## config.mk

```make
export PLATFORM = sky130hd
export DESIGN_NAME = erase_verify_ctrl
export DESIGN_NICKNAME = d
export VERILOG_FILES = /design/src/rtl/evr_pkg.sv /design/src/rtl/evr_retry_ctr.sv /design/src/rtl/evr_addr_walk.sv /design/src/rtl/evr_poll_judge.sv /design/src/rtl/erase_verify_ctrl.sv
export SDC_FILE = /design/constraint.sdc
export NUM_CORES = 1
export LEC_CHECK = 0
export ABC_CLOCK_PERIOD_IN_PS = 2900
export BUFFER_PORTS_ARGS = -buffer_cell sky130_fd_sc_hd__buf_2
export CORE_AREA = 2 2 68 70
export CTS_CLUSTER_SIZE = 14
export DETAILED_ROUTE_END_ITERATION = 8
export DIE_AREA = 0 0 70 72
export MAX_ROUTING_LAYER = met4
export PLACE_DENSITY = 0.85
export SLEW_MARGIN = 20
export SYNTH_ARGS = -nofsm -noshare
export SYNTH_HDL_FRONTEND = slang
export SYNTH_HIERARCHICAL = 1
export SYNTH_SLANG_ARGS = --single-unit
```

## constraint.sdc

```tcl
create_clock -name clk -period 2.9 [get_ports clk]
set_input_delay 0.435 -clock clk [delete_from_list [all_inputs] [get_ports clk]]
set_output_delay 0.435 -clock clk [all_outputs]
set_load 0.1 [all_outputs]
```

## src/rtl/evr_pkg.sv

```systemverilog
package evr_pkg;

    localparam int ADDR_W = 20;
    localparam int DATA_W = 16;
    localparam int POLL_BIT = 7;
    localparam int TOGGLE_BIT = 6;
    localparam logic [DATA_W-1:0] BLANK_WORD = '1;

    typedef enum logic [1:0] {
        OP_READ      = 2'd0,
        OP_ERASE     = 2'd1,
        OP_MODE_IN   = 2'd2,
        OP_MODE_OUT  = 2'd3
    } mem_op_e;

    typedef enum logic [3:0] {
        ST_IDLE,
        ST_ENTER, ST_ENTER_W,
        ST_ERASE, ST_ERASE_W,
        ST_POLL,  ST_POLL_W,
        ST_CHECK, ST_CHECK_W,
        ST_LEAVE, ST_LEAVE_W,
        ST_FINISH
    } ctrl_state_e;

    typedef enum logic [1:0] {
        JP_SEEK,
        JP_CONFIRM_A,
        JP_CONFIRM_B
    } judge_phase_e;

    typedef struct packed {
        mem_op_e           op;
        logic [ADDR_W-1:0] addr;
    } mem_cmd_t;

    typedef struct packed {
        logic poll;
        logic toggle;
    } status_bits_t;

    function automatic status_bits_t status_of(logic [DATA_W-1:0] w);
        status_bits_t s;
        s.poll   = w[POLL_BIT];
        s.toggle = w[TOGGLE_BIT];
        return s;
    endfunction

    function automatic logic is_blank(logic [DATA_W-1:0] w);
        return w == BLANK_WORD;
    endfunction

endpackage

```

## src/rtl/evr_retry_ctr.sv

```systemverilog
module evr_retry_ctr #(
    parameter int LIMIT = 100,
    localparam int CW = $clog2(LIMIT + 1)
) (
    input  logic          clk,
    input  logic          rst,
    input  logic          clr,
    input  logic          inc,
    output logic [CW-1:0] cnt,
    output logic          at_limit
);
    assign at_limit = (cnt == CW'(LIMIT));

    always_ff @(posedge clk) begin
        if (rst || clr) begin
            cnt <= '0;
        end else if (inc && !at_limit) begin
            cnt <= cnt + 1'b1;
        end
    end
endmodule

```

## src/rtl/evr_addr_walk.sv

```systemverilog
module evr_addr_walk
    import evr_pkg::*;
#(
    parameter logic [ADDR_W-1:0] FIRST = '0,
    parameter logic [ADDR_W-1:0] LAST  = '0
) (
    input  logic              clk,
    input  logic              rst,
    input  logic              load,
    input  logic              step,
    output logic [ADDR_W-1:0] addr,
    output logic              at_last
);
    assign at_last = (addr == LAST);

    always_ff @(posedge clk) begin
        if (rst || load) begin
            addr <= FIRST;
        end else if (step && !at_last) begin
            addr <= addr + 1'b1;
        end
    end
endmodule

```

## src/rtl/evr_poll_judge.sv

```systemverilog
module evr_poll_judge
    import evr_pkg::*;
(
    input  logic              clk,
    input  logic              rst,
    input  logic              clr,
    input  logic              sample,
    input  logic [DATA_W-1:0] rdata,
    output logic              complete
);
    judge_phase_e phase;
    status_bits_t snap;
    status_bits_t cur;
    logic         have_prev;
    logic         hint;
    logic         same;

    assign cur      = status_of(rdata);
    assign same     = (cur == snap);
    assign hint     = cur.poll || (have_prev && (cur.toggle == snap.toggle));
    assign complete = sample && (phase == JP_CONFIRM_B) && same;

    always_ff @(posedge clk) begin
        if (rst || clr) begin
            phase     <= JP_SEEK;
            snap      <= '0;
            have_prev <= 1'b0;
        end else if (sample) begin
            have_prev <= 1'b1;
            case (phase)
                JP_SEEK: begin
                    snap  <= cur;
                    phase <= hint ? JP_CONFIRM_A : JP_SEEK;
                end
                JP_CONFIRM_A: begin
                    snap  <= cur;
                    phase <= same ? JP_CONFIRM_B : JP_SEEK;
                end
                default: begin
                    snap  <= cur;
                    phase <= JP_SEEK;
                end
            endcase
        end
    end
endmodule

```

## src/rtl/erase_verify_ctrl.sv

```systemverilog
module erase_verify_ctrl
    import evr_pkg::*;
#(
    parameter logic [ADDR_W-1:0] START_ADDR = 20'h00000,
    parameter logic [ADDR_W-1:0] END_ADDR   = 20'h003FF,
    parameter int                RETRY_MAX  = 100,
    localparam int               CW         = $clog2(RETRY_MAX + 1)
) (
    input  logic              clk,
    input  logic              rst,
    input  logic              start,
    output logic              cmd_req,
    output logic [1:0]        cmd_op,
    output logic [ADDR_W-1:0] cmd_addr,
    input  logic              mem_busy,
    input  logic              mem_done,
    input  logic [DATA_W-1:0] mem_rdata,
    output logic              busy,
    output logic              done,
    output logic              pass,
    output logic              fail
);
    ctrl_state_e       st, st_n;
    mem_cmd_t          cmd;
    logic              issue_state;
    logic              launch;
    logic              accept;
    logic [CW-1:0]     retry_cnt;
    logic              retry_full;
    logic [ADDR_W-1:0] walk_addr;
    logic              walk_last;
    logic              walk_step;
    logic              poll_ok;
    logic              judge_clr;
    logic              word_ok;
    logic              set_pass, set_fail;

    assign accept      = (st == ST_IDLE) && start;
    assign issue_state = (st == ST_ENTER) || (st == ST_ERASE) || (st == ST_POLL)
                      || (st == ST_CHECK) || (st == ST_LEAVE);
    assign launch      = issue_state && !mem_busy;
    assign word_ok     = is_blank(mem_rdata);

    always_comb begin
        cmd.addr = START_ADDR;
        case (st)
            ST_ENTER: cmd.op = OP_MODE_IN;
            ST_ERASE: cmd.op = OP_ERASE;
            ST_LEAVE: cmd.op = OP_MODE_OUT;
            ST_CHECK: begin
                cmd.op   = OP_READ;
                cmd.addr = walk_addr;
            end
            default:  cmd.op = OP_READ;
        endcase
    end

    assign cmd_req  = launch;
    assign cmd_op   = cmd.op;
    assign cmd_addr = cmd.addr;

    evr_retry_ctr #(.LIMIT(RETRY_MAX)) u_retry (
        .clk      (clk),
        .rst      (rst),
        .clr      (accept),
        .inc      ((st == ST_ERASE) && launch),
        .cnt      (retry_cnt),
        .at_limit (retry_full)
    );

    assign walk_step = (st == ST_CHECK_W) && mem_done && word_ok;

    evr_addr_walk #(.FIRST(START_ADDR), .LAST(END_ADDR)) u_walk (
        .clk     (clk),
        .rst     (rst),
        .load    (accept),
        .step    (walk_step),
        .addr    (walk_addr),
        .at_last (walk_last)
    );

    assign judge_clr = (st == ST_ERASE_W) && mem_done;

    evr_poll_judge u_judge (
        .clk      (clk),
        .rst      (rst),
        .clr      (judge_clr),
        .sample   ((st == ST_POLL_W) && mem_done),
        .rdata    (mem_rdata),
        .complete (poll_ok)
    );

    always_comb begin
        st_n     = st;
        set_pass = 1'b0;
        set_fail = 1'b0;
        case (st)
            ST_IDLE:    if (start) st_n = ST_ENTER;
            ST_ENTER:   if (launch) st_n = ST_ENTER_W;
            ST_ENTER_W: if (mem_done) st_n = ST_ERASE;
            ST_ERASE:   if (launch) st_n = ST_ERASE_W;
            ST_ERASE_W: if (mem_done) st_n = ST_POLL;
            ST_POLL:    if (launch) st_n = ST_POLL_W;
            ST_POLL_W:  if (mem_done) st_n = poll_ok ? ST_CHECK : ST_POLL;
            ST_CHECK:   if (launch) st_n = ST_CHECK_W;
            ST_CHECK_W: begin
                if (mem_done) begin
                    if (word_ok) begin
                        st_n = walk_last ? ST_LEAVE : ST_CHECK;
                    end else if (retry_full) begin
                        st_n     = ST_FINISH;
                        set_fail = 1'b1;
                    end else begin
                        st_n = ST_ERASE;
                    end
                end
            end
            ST_LEAVE:   if (launch) st_n = ST_LEAVE_W;
            ST_LEAVE_W: begin
                if (mem_done) begin
                    st_n     = ST_FINISH;
                    set_pass = 1'b1;
                end
            end
            default:    st_n = ST_IDLE;
        endcase
    end

    always_ff @(posedge clk) begin
        if (rst) begin
            st   <= ST_IDLE;
            pass <= 1'b0;
            fail <= 1'b0;
        end else begin
            st <= st_n;
            if (accept) begin
                pass <= 1'b0;
                fail <= 1'b0;
            end else begin
                if (set_pass) pass <= 1'b1;
                if (set_fail) fail <= 1'b1;
            end
        end
    end

    assign busy = (st != ST_IDLE);
    assign done = (st == ST_FINISH);

endmodule

```

==> impl_metrics.env, run 1 <==
export IMPL_area_growth_pct=25.0
export IMPL_drive_above_1_share_pct=21.6
export IMPL_grt_antenna_before_repair=0
export IMPL_netlist_top_cells_area="dfxtp_1, and2_1, nand2_1"
export IMPL_insertion_delay_ns=0.30
export IMPL_swShare_pct=37.3
export IMPL_min_from="u_judge/have_prev"
export IMPL_ctsHoldBuffers=0
export IMPL_first_iter_violations=129
export IMPL_hold_violations=0
export IMPL_die_h_um=72
export IMPL_clkPwrFrac_pct=33.9
export IMPL_yosysMostFrequentCell="dfxtp_1"
export IMPL_wirelength_mm=5.62
export IMPL_grt_pass1_wl_mm=9.63
export IMPL_grt_remaining_overflow=0
export IMPL_maxSlewViolCount=0
export IMPL_synth_seq_cells=38
export IMPL_htree_num_levels=2
export IMPL_fin_crit_sh_pct=91.7
export IMPL_clock_sinks=38
export IMPL_worst_path_max_fanout=20
export IMPL_die_x_um=70
export IMPL_synth_top_area_share_pct=33.2
export IMPL_maxCapViolCount=0
export IMPL_synth_seq_area_share_pct=33.2
export IMPL_holdPathStages=2
export IMPL_rsz0062_at_grt="no"
export IMPL_hold_class="reg -> reg"
export IMPL_post_cts_setup_buffers=0
export IMPL_dr_pass1_iters=4
export IMPL_synthArstFlopShare_pct=0
export IMPL_syn_nets=315
export IMPL_drc=0
export IMPL_synth_cell_type_count=59
export IMPL_slowest_stage="dfxtp_1"
export IMPL_track_usage_pct=24.1
export IMPL_dr_total_vias=2319
export IMPL_rows=24
export IMPL_crit_type="reg -> out"
export IMPL_tightest_slew_ns=0.667
export IMPL_p_per_area_nw_per_um2=564
export IMPL_timing_final_ws_setup_ns=0.241
export IMPL_max_freq_mhz=376
export IMPL_portBuffers=47
export IMPL_min_to="u_judge/phase[0]"
export IMPL_dp_hpwl_mm=3.98
export IMPL_critPathMaxStageDelay_ns=0.60
export IMPL_comb_power_share_pct=29.2
export IMPL_wl_per_cell_um=14.4
export IMPL_synth_edf_count=0
export IMPL_yosys_top_cells_count="dfxtp_1, nand2_1, nor2_1, and2_1, a21oi_1"
export IMPL_setup_viol=0
export IMPL_r2r_cells=7
export IMPL_clk_pin_slew_ns=0.08
export IMPL_worstSetupStartpointType="flip-flop"
export IMPL_dieArea_um2=5040
export IMPL_coreArea_um2=4260
export IMPL_syn_inst=291
export IMPL_required_ns=2.47
export IMPL_cts_buffers=5
export IMPL_n_antenna_cell=0
export IMPL_nNetsFinal=361
export IMPL_cp_end_kind="output pin"
export IMPL_r2r_slack_ns=0.46
export IMPL_internal_power_uw=1010
export IMPL_ir_drop_mv=0.370
export IMPL_r2r_start="st[3]"
export IMPL_clk_path_buf_depth=2
export IMPL_p_leak_uw=0.00104
export IMPL_drtAntennaViolNets=0
export IMPL_root_buffer="clkbuf_8"
export IMPL_worstPathArrival_ns=2.22
export IMPL_routed_via_density=5.95
export IMPL_relSlewSlack_pct=55.6
export IMPL_p_seq_share_pct=37.0
export IMPL_clock_skew_final_ns=0.0110
export IMPL_yosys_area_top_type="dfxtp_1"
export IMPL_timing_final_crit_period_ns=2.66
export IMPL_avgSynthCellArea_um2=7.86
export IMPL_ys_warn_count=6
export IMPL_synth_ff_type="dfxtp_1"
export IMPL_initial_utilization_pct=53.7
export IMPL_grt_pass1_vias=2259
export IMPL_cts_tree="yes"
export IMPL_p_switching_uw=602
export IMPL_grt_max_degree=21
export IMPL_cts_resized=0
export IMPL_dp_slack_ns=0.506
export IMPL_crit_chain="nand2_1 > nor3_1 > buf_4 > and2_1 > buf_2"
export IMPL_setup_tns_ns=0
export IMPL_rr_endpoint="u_walk/addr[16]"
export IMPL_netlist_area_um2=2290
export IMPL_gp_congestion=0.891
export IMPL_pin_count=48
export IMPL_status="completed"
==> metal layers <==
metal,vias up,global-route usage (%),part of all wire (%)
met5,-,-,0
met4,0,11.5,2.8
li1,1148,-,-
met3,18,5.97,5.1
met1,1082,26.9,42
met2,71,40.7,50
==> sequential cells by signal, indices dropped and copies added, names as in the netlist <==
| register | flops |
|---|---|
| u_walk/addr | 20 |
| u_retry/cnt | 7 |
| st | 4 |
| u_judge/phase | 2 |
| u_judge/snap | 2 |
| fail | 1 |
| pass | 1 |
| u_judge/have_prev | 1 |
==> stage by stage <==
step                      cell area, µm²  util, %  power [µW]  std cells  hold WS (ns)
after detailed placement            2720     63.9        1070        382         0.469
after CTS                           2860     67.1        1620        390         0.493
after global routing                2860     67.1        1680        390         0.516
final                               2860     67.1        1610        390         0.492
after global placement              2720     63.9        1070        382         0.470
after floorplan                     2290        -        1000        291         0.452
==> cell usage in the layout (no fill, tap or decap), types with 7 or more instances in the layout <==
cell	count
a21oi_1	18
and2_1	21
buf_12	11
buf_2	36
dfxtp_1	38
inv_1	11
nand2_1	28
nand3_1	14
nand4_1	8
nor2_1	27
nor3_1	11
o21ai_0	10
o31ai_1	7
xnor2_1	7
==> worst max-delay path, delay by kind of cell (launching register included) <==
family | cells | cell delay (ns)
flops | 1 | 0.60
simple gates | 3 | 0.64
buf+inv | 2 | 0.68
==> logic make-up after synthesis <==
group / count (synthesis) / synth area share, %
DFF: 38 / 33.2
buffers and inverters: 22 / 4.10
AOI/OAI and AO/OA: 57 / 16.2
adders and majority gates: 3 / 1.64
and+or+nand+nor: 153 / 37.6
muxes: 5 / 2.19
xor gates and xnor gates: 13 / 4.98
==> power groups by stage <==
stage          sequential, µW  combinational, µW  clock (µW)
6_report                  597                470         546
4_1_cts                   595                469         555
5_1_grt                   602                504         578
2_1_floorplan             566                435           0
3_3_place_gp              605                461           0
3_5_place_dp              608                467           0
==> cell type report <==
type                    instances  area [µm²]
repair buffers                 50         423
well taps                      52        65.1
fillers                       354        1400
flip-flops and latches         38         761
multi-input cells             231        1430
inverters                      11        41.3
clock inverters                 3        68.8
clock buffers                   5        68.8
==> worst max path at each step <==
stage / from / end / slack (ns)
2_1_floorplan: st[2] / cmd_req / 0.45
3_3_place_gp: st[3] / u_walk/addr[18] / 0.62
3_5_place_dp: st[3] / u_walk/addr[16] / 0.51
4_1_cts: st[0] / cmd_addr[15] / 0.24
5_1_grt: st[0] / cmd_addr[17] / 0.07
6_report: st[0] / cmd_addr[15] / 0.24
Power figures use the tool's default switching activity.
==> inputs of run 2 (changes only) <==
ABC_AREA = 1   (was unset)
CORE_AREA = 2 2 73 75   (was 2 2 68 70)
DIE_AREA = 0 0 75 77   (was 0 0 70 72)
==> run 2 against run 1 <==
Compared with the run above:
- flip-flop and latch count stayed put
- die area is 15% higher
- utilization is 4.3 points lower
- worst hold slack worse by 0.080 ns
- register-to-register slack better by 0.33 ns
- setup slack better by 0.19 ns
- combinational power is 41% lower
- non-clock buffer count is 1 lower
- sequential power is 7.7% lower
- via count is 15% higher
- final cell count is 42% higher
- largest cell class unchanged
- sequential share of layout area is 2.2 points lower
==> impl_metrics.env, run 2 <==
export IMPL_initial_utilization_pct=54.5
export IMPL_largest_register="u_walk/addr"
export IMPL_crit_type="reg -> out"
export IMPL_clock_sinks=38
export IMPL_timing_final_crit_period_ns=2.47
export IMPL_yosys_top_cells_count="nand2_1, nor2_1, inv_1, dfxtp_1, nand3_1"
export IMPL_coreArea_um2=4980
export IMPL_biggestRegsByFlops="u_walk/addr: 20 flops, u_retry/cnt: 7 flops, st: 4 flops"
export IMPL_post_cts_setup_buffers=0
export IMPL_maxCapViolCount=0
export IMPL_worst_path_max_fanout=20
export IMPL_syn_inst=434
export IMPL_root_buffer="clkbuf_8"
export IMPL_max_freq_mhz=405
export IMPL_dr_total_vias=2662
export IMPL_synth_ff_type="dfxtp_1"
export IMPL_grt_max_degree=21
export IMPL_use_met1_pct=27.9
export IMPL_final_cell_mix="nand2_1, nor2_1, inv_1"
export IMPL_p_per_area_nw_per_um2=445
export IMPL_cp_num_cells=7
export IMPL_rsz0062_at_grt="no"
export IMPL_r2r_cells=11
export IMPL_fin_crit_sh_pct=85.1
export IMPL_insertion_delay_ns=0.30
export IMPL_ir_drop_mv=0.425
export IMPL_hold_slack_ns=0.412
export IMPL_avgSynthCellArea_um2=6.25
export IMPL_holdPathStages=2
export IMPL_relSlewSlack_pct=45.8
export IMPL_critPathTopFamily="buffers and inverters"
export IMPL_crit_buf_inv=4
export IMPL_gp_congestion=0.879
export IMPL_netlist_area_um2=2710
export IMPL_p_leak_uw=0.00123
export IMPL_yosys_area_top_type="dfxtp_1"
export IMPL_area_growth_pct=15.2
export IMPL_synthArstFlopShare_pct=0
export IMPL_die_h_um=77
export IMPL_pin_count=48
export IMPL_hold_violations=0
export IMPL_slowest_stage="dfxtp_1"
export IMPL_synth_cell_type_count=38
export IMPL_grt_pass1_wl_mm=10.6
export IMPL_grtUsageMet2_pct=39.4
export IMPL_nNetsFinal=507
export IMPL_largest_register_ff_count=20
export IMPL_maxSlewViolCount=0
export IMPL_status="completed"
export IMPL_synth_top_area_share_pct=28.0
export IMPL_required_ns=2.47
export IMPL_critPathMaxStageDelay_ns=0.50
export IMPL_syn_nets=458
export IMPL_rows=26
export IMPL_ctsHoldBuffers=0
export IMPL_use_met3_pct=4.34
export IMPL_grt_pass1_vias=2519
export IMPL_dieArea_um2=5780
export IMPL_yosysMostFrequentCell="nand2_1"
export IMPL_routed_via_density=4.81
export IMPL_cts_buffers=5
export IMPL_n_antenna_cell=0
export IMPL_crit_chain="inv_1 > nor2_1 > inv_2 > nor2_2 > inv_2 > nor2_1 > buf_2"
export IMPL_clk_path_buf_depth=2
export IMPL_wirelength_mm=6.00
export IMPL_setup_tns_ns=0
export IMPL_clk_pin_slew_ns=0.07
export IMPL_portBuffers=47
export IMPL_track_usage_pct=23.4
export IMPL_worstPathArrival_ns=2.03
export IMPL_clock_skew_final_ns=0.00796
export IMPL_synth_edf_count=0
export IMPL_wl_per_cell_um=10.8
export IMPL_netlist_top_cells_area="dfxtp_1, nand2_1, nor2_1"
export IMPL_grt_antenna_before_repair=0
export IMPL_dr_pass1_iters=4
export IMPL_setup_viol=0
export IMPL_synth_seq_cells=38
export IMPL_hold_class="in -> reg"
export IMPL_worstSetupStartpointType="flip-flop"
export IMPL_cts_tree="yes"
export IMPL_cp_end_kind="output pin"
export IMPL_tightest_slew_ns=0.807
export IMPL_htree_num_levels=2
export IMPL_grt_remaining_overflow=0
export IMPL_die_x_um=75
export IMPL_synth_seq_area_share_pct=28.0
export IMPL_final_common_cell="nand2_1"
export IMPL_drtAntennaViolNets=0
export IMPL_ys_warn_count=6
export IMPL_drc=0
export IMPL_busiest_layer="met2"
export IMPL_drive_above_1_share_pct=21.9
export IMPL_first_iter_violations=150
export IMPL_cts_resized=0
export IMPL_dp_hpwl_mm=4.57
run 2: changes by cell type in the layout (fill, tap and decap cells not counted), moves of 7 or more:
| cell | delta |
|---|---|
| buf_2 | +11 |
| inv_2 | +8 |
| nor2_1 | +58 |
| o31ai_1 | -7 |
| buf_12 | -11 |
| nand3_1 | +10 |
| nand2_2 | +8 |
| inv_1 | +57 |
| a21oi_2 | +12 |
| nand2_1 | +73 |
| and2_1 | -20 |
run 2: cell families (layout without fill, tap and decap cells):
logic type | after synthesis | in the layout | share of synthesized area (%)
AND/OR/NAND/NOR | 249 | 249 | 41.4
buffers and inverters | 85 | 135 | 13.6
flip-flops | 38 | 38 | 28.0
XOR/XNOR | 15 | 15 | 5.12
AO/OA/AOI/OAI | 44 | 44 | 10.6
adder cells (fa/ha/maj) | 3 | 3 | 1.38
run 2: cell type report:
cell class                      instances  area, µm²
Fill cell                             467       1850
Clock inverter                          2       60.1
Inverter                               78        294
Tap cell                               70       87.6
Sequential cell                        38        761
Clock buffer                            6       82.6
Multi-Input combinational cell        311       1590
Timing Repair Buffer                   49        250
run 2: worst paths after layout:
kind              slack (ns)         endpoint  start
setup / recovery        0.43     cmd_addr[11]  st[2]
hold / removal          0.41            st[2]    rst
setup reg to reg        0.79  u_walk/addr[10]  st[3]
hold reg to reg         0.47             pass   pass
run 2: report_power, final:
group,internal (µW),switching [µW]
registers,529,22.5
clock network,367,199
logic,72.1,203
run 2: layer usage:
layer	part of all wire [%]	wire length [µm]	up-vias
met3	4.4	265	4
met4	0.90	54	0
li1	-	-	1422
met5	0	0	-
met1	43	2600	1182
met2	51	3080	54
run 2: metrics by stage:
step                instances  power [µW]  utilization, %  cell area (µm²)  worst slack [ns]
finish                    554        1390            62.8             3130             0.431
global route              554        1450            62.8             3130             0.272
CTS                       554        1410            62.8             3130             0.424
detailed placement        546         838            59.9             2980             0.759
global placement          546         839            59.9             2980             0.723
floorplan                 434         784               -             2720             0.170
